`config.mk`:
```
export PLATFORM = sky130hd
export DESIGN_NAME = can_rx_mailbox
export DESIGN_NICKNAME = d
export VERILOG_FILES = /design/src/rtl/can_mbx_pkg.sv /design/src/rtl/can_mbx_match.sv /design/src/rtl/can_mbx_ctrl.sv /design/src/rtl/can_mbx_store.sv /design/src/rtl/can_rx_mailbox.sv
export SDC_FILE = /design/constraint.sdc
export NUM_CORES = 2
export LEC_CHECK = 0
export BUFFER_PORTS_ARGS = -buffer_cell sky130_fd_sc_hd__buf_2
export CORE_MARGIN = 2
export CORE_UTILIZATION = 56
export DETAILED_ROUTE_END_ITERATION = 10
export PLACE_DENSITY = 0.75
export SETUP_SLACK_MARGIN = 0.2
export SLEW_MARGIN = 25
export SYNTH_ARGS = -nofsm -noshare
export SYNTH_HDL_FRONTEND = slang
export SYNTH_SLANG_ARGS = --single-unit
```
`constraint.sdc`:
```
create_clock -name clk -period 20.7 [get_ports clk]
set_input_delay 2.07 -clock clk [delete_from_list [all_inputs] [get_ports clk]]
set_output_delay 2.07 -clock clk [all_outputs]
set_load 0.005 [all_outputs]
```
`src/rtl/can_mbx_pkg.sv`:
```
package can_mbx_pkg;
  typedef enum logic [1:0] {
    OBJ_OFF    = 2'd0,
    OBJ_SINGLE = 2'd1,
    OBJ_QUEUE  = 2'd2,
    OBJ_CATCH  = 2'd3
  } obj_kind_e;

  function automatic logic [3:0] clamp_len(input logic [3:0] len);
    return (len > 4'd8) ? 4'd8 : len;
  endfunction
endpackage

```
`src/rtl/can_mbx_match.sv`:
```
module can_mbx_match
  import can_mbx_pkg::*;
#(
  parameter int NUM_OBJ = 4,
  parameter int ID_W    = 11,
  parameter int OBJ_W   = 2
) (
  input  logic [ID_W-1:0]         fr_id,
  input  logic [3:0]              fr_len,
  input  logic [15:0]             fr_key,
  input  logic [2*NUM_OBJ-1:0]    cfg_kind,
  input  logic [ID_W*NUM_OBJ-1:0] cfg_id,
  input  logic [ID_W*NUM_OBJ-1:0] cfg_id_mask,
  input  logic [NUM_OBJ-1:0]      cfg_key_en,
  input  logic [16*NUM_OBJ-1:0]   cfg_key,
  input  logic [16*NUM_OBJ-1:0]   cfg_key_mask,
  output logic                    hit,
  output logic [OBJ_W-1:0]        hit_obj
);
  logic             ded_found, catch_found;
  logic [OBJ_W-1:0] ded_idx, catch_idx;

  always_comb begin
    ded_found   = 1'b0;
    catch_found = 1'b0;
    ded_idx     = '0;
    catch_idx   = '0;
    for (int i = 0; i < NUM_OBJ; i++) begin
      obj_kind_e kind;
      logic      id_ok, key_ok;
      kind   = obj_kind_e'(cfg_kind[i*2 +: 2]);
      id_ok  = ((fr_id ^ cfg_id[i*ID_W +: ID_W]) & cfg_id_mask[i*ID_W +: ID_W]) == '0;
      key_ok = !cfg_key_en[i] ||
               ((fr_len >= 4'd2) &&
                (((fr_key ^ cfg_key[i*16 +: 16]) & cfg_key_mask[i*16 +: 16]) == 16'h0));
      if ((kind == OBJ_SINGLE || kind == OBJ_QUEUE) && id_ok && key_ok && !ded_found) begin
        ded_found = 1'b1;
        ded_idx   = OBJ_W'(i);
      end
      if (kind == OBJ_CATCH && !catch_found) begin
        catch_found = 1'b1;
        catch_idx   = OBJ_W'(i);
      end
    end
    hit     = ded_found || catch_found;
    hit_obj = ded_found ? ded_idx : catch_idx;
  end
endmodule

```
`src/rtl/can_mbx_ctrl.sv`:
```
module can_mbx_ctrl
  import can_mbx_pkg::*;
#(
  parameter int NUM_OBJ    = 4,
  parameter int FIFO_DEPTH = 4,
  parameter int OBJ_W      = 2,
  parameter int PTR_W      = 2,
  parameter int CNT_W      = 3
) (
  input  logic                     clk,
  input  logic                     rst,
  input  logic                     push,
  input  logic [OBJ_W-1:0]         push_obj,
  input  logic                     pop_req,
  input  logic [OBJ_W-1:0]         pop_obj,
  input  logic [2*NUM_OBJ-1:0]     cfg_kind,
  input  logic [CNT_W*NUM_OBJ-1:0] cfg_thresh,
  input  logic [NUM_OBJ-1:0]       ovf_clr,
  output logic                     wr_en,
  output logic [OBJ_W+PTR_W-1:0]   wr_addr,
  output logic [OBJ_W+PTR_W-1:0]   rd_addr,
  output logic                     rd_hit,
  output logic [NUM_OBJ-1:0]       irq,
  output logic [NUM_OBJ-1:0]       ovf
);
  localparam logic [PTR_W-1:0] LAST_PTR = PTR_W'(FIFO_DEPTH - 1);
  localparam logic [CNT_W-1:0] FULL_CNT = CNT_W'(FIFO_DEPTH);

  obj_kind_e        kind_a [NUM_OBJ];
  logic [CNT_W-1:0] cnt_q  [NUM_OBJ];
  logic [CNT_W-1:0] cnt_d  [NUM_OBJ];
  logic [PTR_W-1:0] wp_q   [NUM_OBJ];
  logic [PTR_W-1:0] wp_d   [NUM_OBJ];
  logic [PTR_W-1:0] rp_q   [NUM_OBJ];
  logic [PTR_W-1:0] rp_d   [NUM_OBJ];
  logic [NUM_OBJ-1:0] acc, drop, pop, irq_d, ovf_d;

  function automatic logic [PTR_W-1:0] ptr_inc(input logic [PTR_W-1:0] p);
    return (p == LAST_PTR) ? '0 : p + 1'b1;
  endfunction

  always_comb begin
    for (int o = 0; o < NUM_OBJ; o++) begin
      logic             single, is_push, full;
      logic [CNT_W-1:0] thr;
      kind_a[o] = obj_kind_e'(cfg_kind[o*2 +: 2]);
      single    = (kind_a[o] == OBJ_SINGLE);
      is_push   = push && (push_obj == OBJ_W'(o));
      full      = (cnt_q[o] == FULL_CNT);
      pop[o]    = pop_req && (pop_obj == OBJ_W'(o)) && (cnt_q[o] != '0);
      acc[o]    = is_push && (single || !full);
      drop[o]   = is_push && !single && full;
      wp_d[o]   = wp_q[o];
      rp_d[o]   = rp_q[o];
      if (single) begin
        cnt_d[o] = acc[o] ? CNT_W'(1) : (pop[o] ? '0 : cnt_q[o]);
      end else begin
        cnt_d[o] = cnt_q[o] + CNT_W'(acc[o]) - CNT_W'(pop[o]);
        if (acc[o]) wp_d[o] = ptr_inc(wp_q[o]);
        if (pop[o]) rp_d[o] = ptr_inc(rp_q[o]);
      end
      thr = cfg_thresh[o*CNT_W +: CNT_W];
      if (thr == '0) thr = CNT_W'(1);
      case (kind_a[o])
        OBJ_SINGLE, OBJ_CATCH: irq_d[o] = (cnt_d[o] != '0);
        OBJ_QUEUE:             irq_d[o] = (cnt_d[o] >= thr);
        default:               irq_d[o] = 1'b0;
      endcase
      ovf_d[o] = (ovf[o] && !ovf_clr[o]) || drop[o];
    end
  end

  assign wr_en   = |acc;
  assign wr_addr = {push_obj, (kind_a[push_obj] == OBJ_SINGLE) ? {PTR_W{1'b0}} : wp_q[push_obj]};
  assign rd_addr = {pop_obj,  (kind_a[pop_obj]  == OBJ_SINGLE) ? {PTR_W{1'b0}} : rp_q[pop_obj]};
  assign rd_hit  = (cnt_q[pop_obj] != '0);

  always_ff @(posedge clk) begin
    if (rst) begin
      irq <= '0;
      ovf <= '0;
      for (int o = 0; o < NUM_OBJ; o++) begin
        cnt_q[o] <= '0;
        wp_q[o]  <= '0;
        rp_q[o]  <= '0;
      end
    end else begin
      irq <= irq_d;
      ovf <= ovf_d;
      for (int o = 0; o < NUM_OBJ; o++) begin
        cnt_q[o] <= cnt_d[o];
        wp_q[o]  <= wp_d[o];
        rp_q[o]  <= rp_d[o];
      end
    end
  end

  for (genvar g = 0; g < NUM_OBJ; g++) begin : g_chk
    AST_CNT_BOUND: assert property (@(posedge clk) disable iff (rst)
      cnt_q[g] <= FULL_CNT);
    AST_EMPTY_QUIET: assert property (@(posedge clk) disable iff (rst)
      (cnt_q[g] == '0) |-> !irq[g]);
    AST_SINGLE_ONE: assert property (@(posedge clk) disable iff (rst)
      (acc[g] && kind_a[g] == OBJ_SINGLE) |=> (cnt_q[g] == CNT_W'(1)));
    AST_OVF_HOLD: assert property (@(posedge clk) disable iff (rst)
      (ovf[g] && !ovf_clr[g]) |=> ovf[g]);
    AST_DROP_FLAG: assert property (@(posedge clk) disable iff (rst)
      drop[g] |=> ovf[g]);
    AST_OFF_SILENT: assert property (@(posedge clk) disable iff (rst)
      (kind_a[g] == OBJ_OFF) |-> !acc[g]);
  end
endmodule

```
`src/rtl/can_mbx_store.sv`:
```
module can_mbx_store #(
  parameter int ADDR_W = 4,
  parameter int ENT_W  = 79
) (
  input  logic              clk,
  input  logic              we,
  input  logic [ADDR_W-1:0] waddr,
  input  logic [ENT_W-1:0]  wdata,
  input  logic              re,
  input  logic [ADDR_W-1:0] raddr,
  output logic [ENT_W-1:0]  rdata
);
  logic [ENT_W-1:0] mem [2**ADDR_W];

  always_ff @(posedge clk) begin
    if (we) mem[waddr] <= wdata;
    if (re) rdata <= mem[raddr];
  end
endmodule

```
`src/rtl/can_rx_mailbox.sv`:
```
module can_rx_mailbox
  import can_mbx_pkg::*;
#(
  parameter int NUM_OBJ    = 4,
  parameter int FIFO_DEPTH = 4,
  parameter int ID_W       = 11,
  parameter int OBJ_W      = (NUM_OBJ > 1) ? $clog2(NUM_OBJ) : 1,
  parameter int CNT_W      = $clog2(FIFO_DEPTH + 1)
) (
  input  logic                     clk,
  input  logic                     rst,
  input  logic                     fr_valid,
  input  logic [ID_W-1:0]          fr_id,
  input  logic [3:0]               fr_len,
  input  logic [63:0]              fr_data,
  input  logic [2*NUM_OBJ-1:0]     cfg_kind,
  input  logic [ID_W*NUM_OBJ-1:0]  cfg_id,
  input  logic [ID_W*NUM_OBJ-1:0]  cfg_id_mask,
  input  logic [NUM_OBJ-1:0]       cfg_key_en,
  input  logic [16*NUM_OBJ-1:0]    cfg_key,
  input  logic [16*NUM_OBJ-1:0]    cfg_key_mask,
  input  logic [CNT_W*NUM_OBJ-1:0] cfg_thresh,
  input  logic [NUM_OBJ-1:0]       ovf_clr,
  input  logic                     rd_req,
  input  logic [OBJ_W-1:0]         rd_obj,
  output logic                     rd_valid,
  output logic                     rd_found,
  output logic [ID_W-1:0]          rd_id,
  output logic [3:0]               rd_len,
  output logic [63:0]              rd_data,
  output logic [NUM_OBJ-1:0]       irq,
  output logic [NUM_OBJ-1:0]       ovf
);
  localparam int PTR_W  = (FIFO_DEPTH > 1) ? $clog2(FIFO_DEPTH) : 1;
  localparam int ADDR_W = OBJ_W + PTR_W;
  localparam int ENT_W  = ID_W + 4 + 64;

  logic              hit, wr_en, rd_hit;
  logic [OBJ_W-1:0]  hit_obj;
  logic [ADDR_W-1:0] wr_addr, rd_addr;
  logic [ENT_W-1:0]  ent_rd;

  can_mbx_match #(.NUM_OBJ(NUM_OBJ), .ID_W(ID_W), .OBJ_W(OBJ_W)) i_match (
    .fr_id(fr_id), .fr_len(fr_len), .fr_key(fr_data[15:0]),
    .cfg_kind(cfg_kind), .cfg_id(cfg_id), .cfg_id_mask(cfg_id_mask),
    .cfg_key_en(cfg_key_en), .cfg_key(cfg_key), .cfg_key_mask(cfg_key_mask),
    .hit(hit), .hit_obj(hit_obj)
  );

  can_mbx_ctrl #(.NUM_OBJ(NUM_OBJ), .FIFO_DEPTH(FIFO_DEPTH), .OBJ_W(OBJ_W),
                 .PTR_W(PTR_W), .CNT_W(CNT_W)) i_ctrl (
    .clk(clk), .rst(rst), .push(fr_valid && hit), .push_obj(hit_obj),
    .pop_req(rd_req), .pop_obj(rd_obj), .cfg_kind(cfg_kind), .cfg_thresh(cfg_thresh),
    .ovf_clr(ovf_clr), .wr_en(wr_en), .wr_addr(wr_addr), .rd_addr(rd_addr),
    .rd_hit(rd_hit), .irq(irq), .ovf(ovf)
  );

  can_mbx_store #(.ADDR_W(ADDR_W), .ENT_W(ENT_W)) i_store (
    .clk(clk), .we(wr_en), .waddr(wr_addr),
    .wdata({fr_id, clamp_len(fr_len), fr_data}),
    .re(rd_req && rd_hit), .raddr(rd_addr), .rdata(ent_rd)
  );

  assign {rd_id, rd_len, rd_data} = ent_rd;

  always_ff @(posedge clk) begin
    if (rst) begin
      rd_valid <= 1'b0;
      rd_found <= 1'b0;
    end else begin
      rd_valid <= rd_req;
      rd_found <= rd_req && rd_hit;
    end
  end

  AST_RD_ANSWER: assert property (@(posedge clk) disable iff (rst)
    rd_req |=> rd_valid);
  AST_RD_QUIET: assert property (@(posedge clk) disable iff (rst)
    !rd_req |=> !rd_valid && !rd_found);
  AST_LEN_CLAMP: assert property (@(posedge clk) disable iff (rst)
    rd_found |-> (rd_len <= 4'd8));
endmodule

```
==> impl_metrics.json <==
{
  "fin_skew_ps": 35.6,
  "area_delta_synth_final_pct": 14.4,
  "drive_above_1_share": 0.171,
  "r2r-end": "i_store.rdata[66]",
  "numCtsBuffers": 136,
  "worst_slew_pin_slew_ps": 1130,
  "critical_path_required_ps": 21070,
  "die_w_um": 315,
  "gp_congestion": 0.826,
  "period_share": 0.337,
  "max_stage_delay_ps": 800,
  "powerDensity_nw_per_um2": 95.0,
  "worst-path-buf-inv": 3,
  "yosysWarnings": 0,
  "yosysSeqAreaShare": 0.758,
  "cts_root_buffer": "clkbuf_16",
  "setup_tns_ps": 0,
  "antenna_found_initial": 15,
  "slew_headroom": 0.249,
  "wl_per_cell_um": 26.2,
  "syn_nets": 4056,
  "fin_crit_ps": 6980,
  "ys_ff_latch": 1381,
  "clk_latency_ps": 760,
  "dieArea_um2": 99300,
  "drv_slew": 0,
  "clk_transition_reported_paths_ps": 60,
  "grt_max_degree": 192,
  "timing.fmax_mhz": 143,
  "netlist_area_um2": 54200,
  "syn_inst": 3675,
  "r2r_slack_ps": 15840,
  "cts_hold_buffers": 0,
  "port_buffers": 417,
  "startpoint_type": "input port",
  "r2r_start": "i_ctrl.rp_q[2][1]",
  "worstSetupPathType": "in -> reg",
  "slowest_stage": "a2111oi_4",
  "synth_flop_cell": "edfxtp_1",
  "die_y_um": 315,
  "grt_pass1_vias": 34100,
  "h-tree-depth": 4,
  "io-pin-count": 418,
  "critical-path-top-delay-family": "compound AO/OA/AOI/OAI gates",
  "p_total_uw": 5890,
  "critical_path.endpoint_type": "register",
  "reg2reg_depth": 9,
  "drtIter0Drc": 4274,
  "drtPass1Iterations": 6,
  "dp_hpwl_mm": 75.5,
  "status": "completed",
  "p_leak_uw": 0.0209,
  "postCtsSetupBuffers": 0,
  "ctsResizeCount": 0,
  "grt_overflow": 0,
  "synth_cell_types": 70,
  "maxCapViolations": 0,
  "via_per_inst": 6.41,
  "hold_viol": 0,
  "worstHoldPathType": "reg -> reg",
  "synthArstFlopShare": 0,
  "grt_pass1_wl_mm": 211,
  "nets": 4421,
  "synth_edf_count": 1343,
  "critical_path.startpoint": "fr_data[5]",
  "crit_end": "i_store.mem[1][22]",
  "critPathMaxFanout": 42,
  "worstPathCellList": "buf_2 > xor2_1 > a22oi_1 > nand3_1 > o31ai_2 > nand2_2 > a21boi_1 > o22ai_1 > a2111oi_4 > nand2_2 > nor3_2 > buf_4 > buf_4",
  "rsz0062_at_grt": "no",
  "syn_area_per_cell_um2": 14.7,
  "setup_viol": 0,
  "ir_worst_vdd_mv": 0.0782,
  "dr_total_vias": 34800,
  "core_region_area_um2": 96300,
  "cts_tree": "built",
  "routed_wl_mm": 142,
  "row_count": 114,
  "final_antenna_net_count": 0,
  "cts_sinks": 1381,
  "critical_path_cell_count": 13,
  "remaining_drc_errors": 0,
  "min_from": "i_ctrl.ovf[2]",
  "grt_usage": 0.284,
  "clock_path_buffers": 3,
  "initial_utilization": 0.563,
  "crit_arrival_ps": 7340
}
==> logic make-up (layout without fill, tap and decap cells) <==
group | count (synthesis) | in the layout | share of synthesized area
AO/OA/AOI/OAI | 1014 | 1014 | 0.126
XOR/XNOR | 112 | 112 | 0.0181
adder cells (fa/ha/maj) | 52 | 52 | 0.0126
buffers and inverters | 289 | 762 | 0.0204
flip-flops | 1381 | 1381 | 0.758
multiplexers | 8 | 8 | 0.00217
other | 0 | 4 | 0
AND/OR/NAND/NOR | 819 | 819 | 0.0622
==> Yosys cell counts, types with 7 or more instances <==
master / number / share of area
nor2b_1: 24 / 0.0028
nor3_1: 16 / 0.0015
nand2b_1: 10 / 0.0012
inv_1: 45 / 0.0031
a311oi_1: 158 / 0.026
dfxtp_1: 38 / 0.014
a21oi_1: 185 / 0.017
o21ai_0: 16 / 0.0015
a211oi_1: 80 / 0.011
o22ai_1: 322 / 0.037
nor2_1: 44 / 0.0030
ha_1: 48 / 0.011
xor2_1: 109 / 0.018
nand3_1: 15 / 0.0014
a31oi_1: 161 / 0.019
nand2_1: 667 / 0.046
a22oi_1: 40 / 0.0055
clkbuf_1: 229 / 0.016
edfxtp_1: 1343 / 0.74
buf_1: 7 / 0.00048
==> layer usage <==
metal  vias up  global-route usage  wire, µm
li1      15200                   -         -
met1     17300               0.396     55900
met2      2087               0.452     68900
met3       278              0.0562     13500
met4        10              0.0965      3600
met5         -             0.00387       109
==> state kept, by name, summed over array words and instances, names as in the netlist <==
signal         flops
i_ctrl.ovf         4
i_ctrl.wp_q        8
i_ctrl.irq         4
i_ctrl.rp_q        8
i_store.rdata     79
rd_found           1
i_ctrl.cnt_q      12
i_store.mem     1264
rd_valid           1
==> metrics by stage <==
stage               utilization  worst slack (ps)  std cells  hold WS [ps]  instance area [µm²]
floorplan                     -              7900       3675           466                54200
global placement          0.598             12850       5175           467                57500
detailed placement        0.598             12850       5176           475                57600
CTS                       0.643             13620       5422           496                61900
global route              0.644             13500       5428           544                62000
finish                    0.644             13720       5428           491                62000
==> power breakdown <==
| group | total, µW | internal [µW] | switching (µW) | leakage [µW] |
|---|---|---|---|---|
| Clock | 2400 | 1340 | 1060 | 0.00212 |
| Combinational | 340 | 112 | 228 | 0.00638 |
| Sequential | 3150 | 3130 | 17.5 | 0.0124 |
==> worst reg2reg max path, cell delays in order (launching register included) <==
cell and delay (ps):
dfxtp_1 330, mux4_2 530, and2_4 350, nand2b_4 500, buf_12 630, buf_4 890
o22ai_1 270, a311oi_1 340, a21oi_1 70, a21oi_1 640
==> worst min path at each step <==
| stage | to | cells past startpoint |
|---|---|---|
| after CTS | i_ctrl.ovf[0] | 2 |
| after detailed placement | i_ctrl.ovf[0] | 2 |
| after global routing | i_ctrl.rp_q[2][1] | 2 |
| after global placement | i_ctrl.ovf[0] | 2 |
| after floorplan | i_ctrl.ovf[2] | 2 |
| final | i_ctrl.ovf[2] | 2 |
==> cell usage in the layout, fill, tap and decap left out, drive strengths merged, types with 15 or more instances in the layout <==
master,Yosys,routed
xor2,109,109
o21ai,19,19
edfxtp,1343,1343
o22ai,322,322
nor2,44,44
a311oi,158,158
nand2,670,670
inv,45,51
buf,15,471
a22oi,40,40
nand3,15,15
clkbuf,229,163
ha,48,48
clkinv,0,63
a21oi,185,185
dfxtp,38,38
nor3,16,16
a31oi,162,162
a211oi,80,80
nor2b,24,24
==> final cells by class <==
class	instances	area [µm²]
Inverter	45	169
Fill cell	6653	34300
Antenna cell	4	10.0
Tap cell	1276	1600
Clock buffer	163	3500
Timing Repair Buffer	471	2630
Sequential cell	1381	41100
Multi-Input combinational cell	2005	12100
Clock inverter	83	863
(Power assumes the default switching activity.)
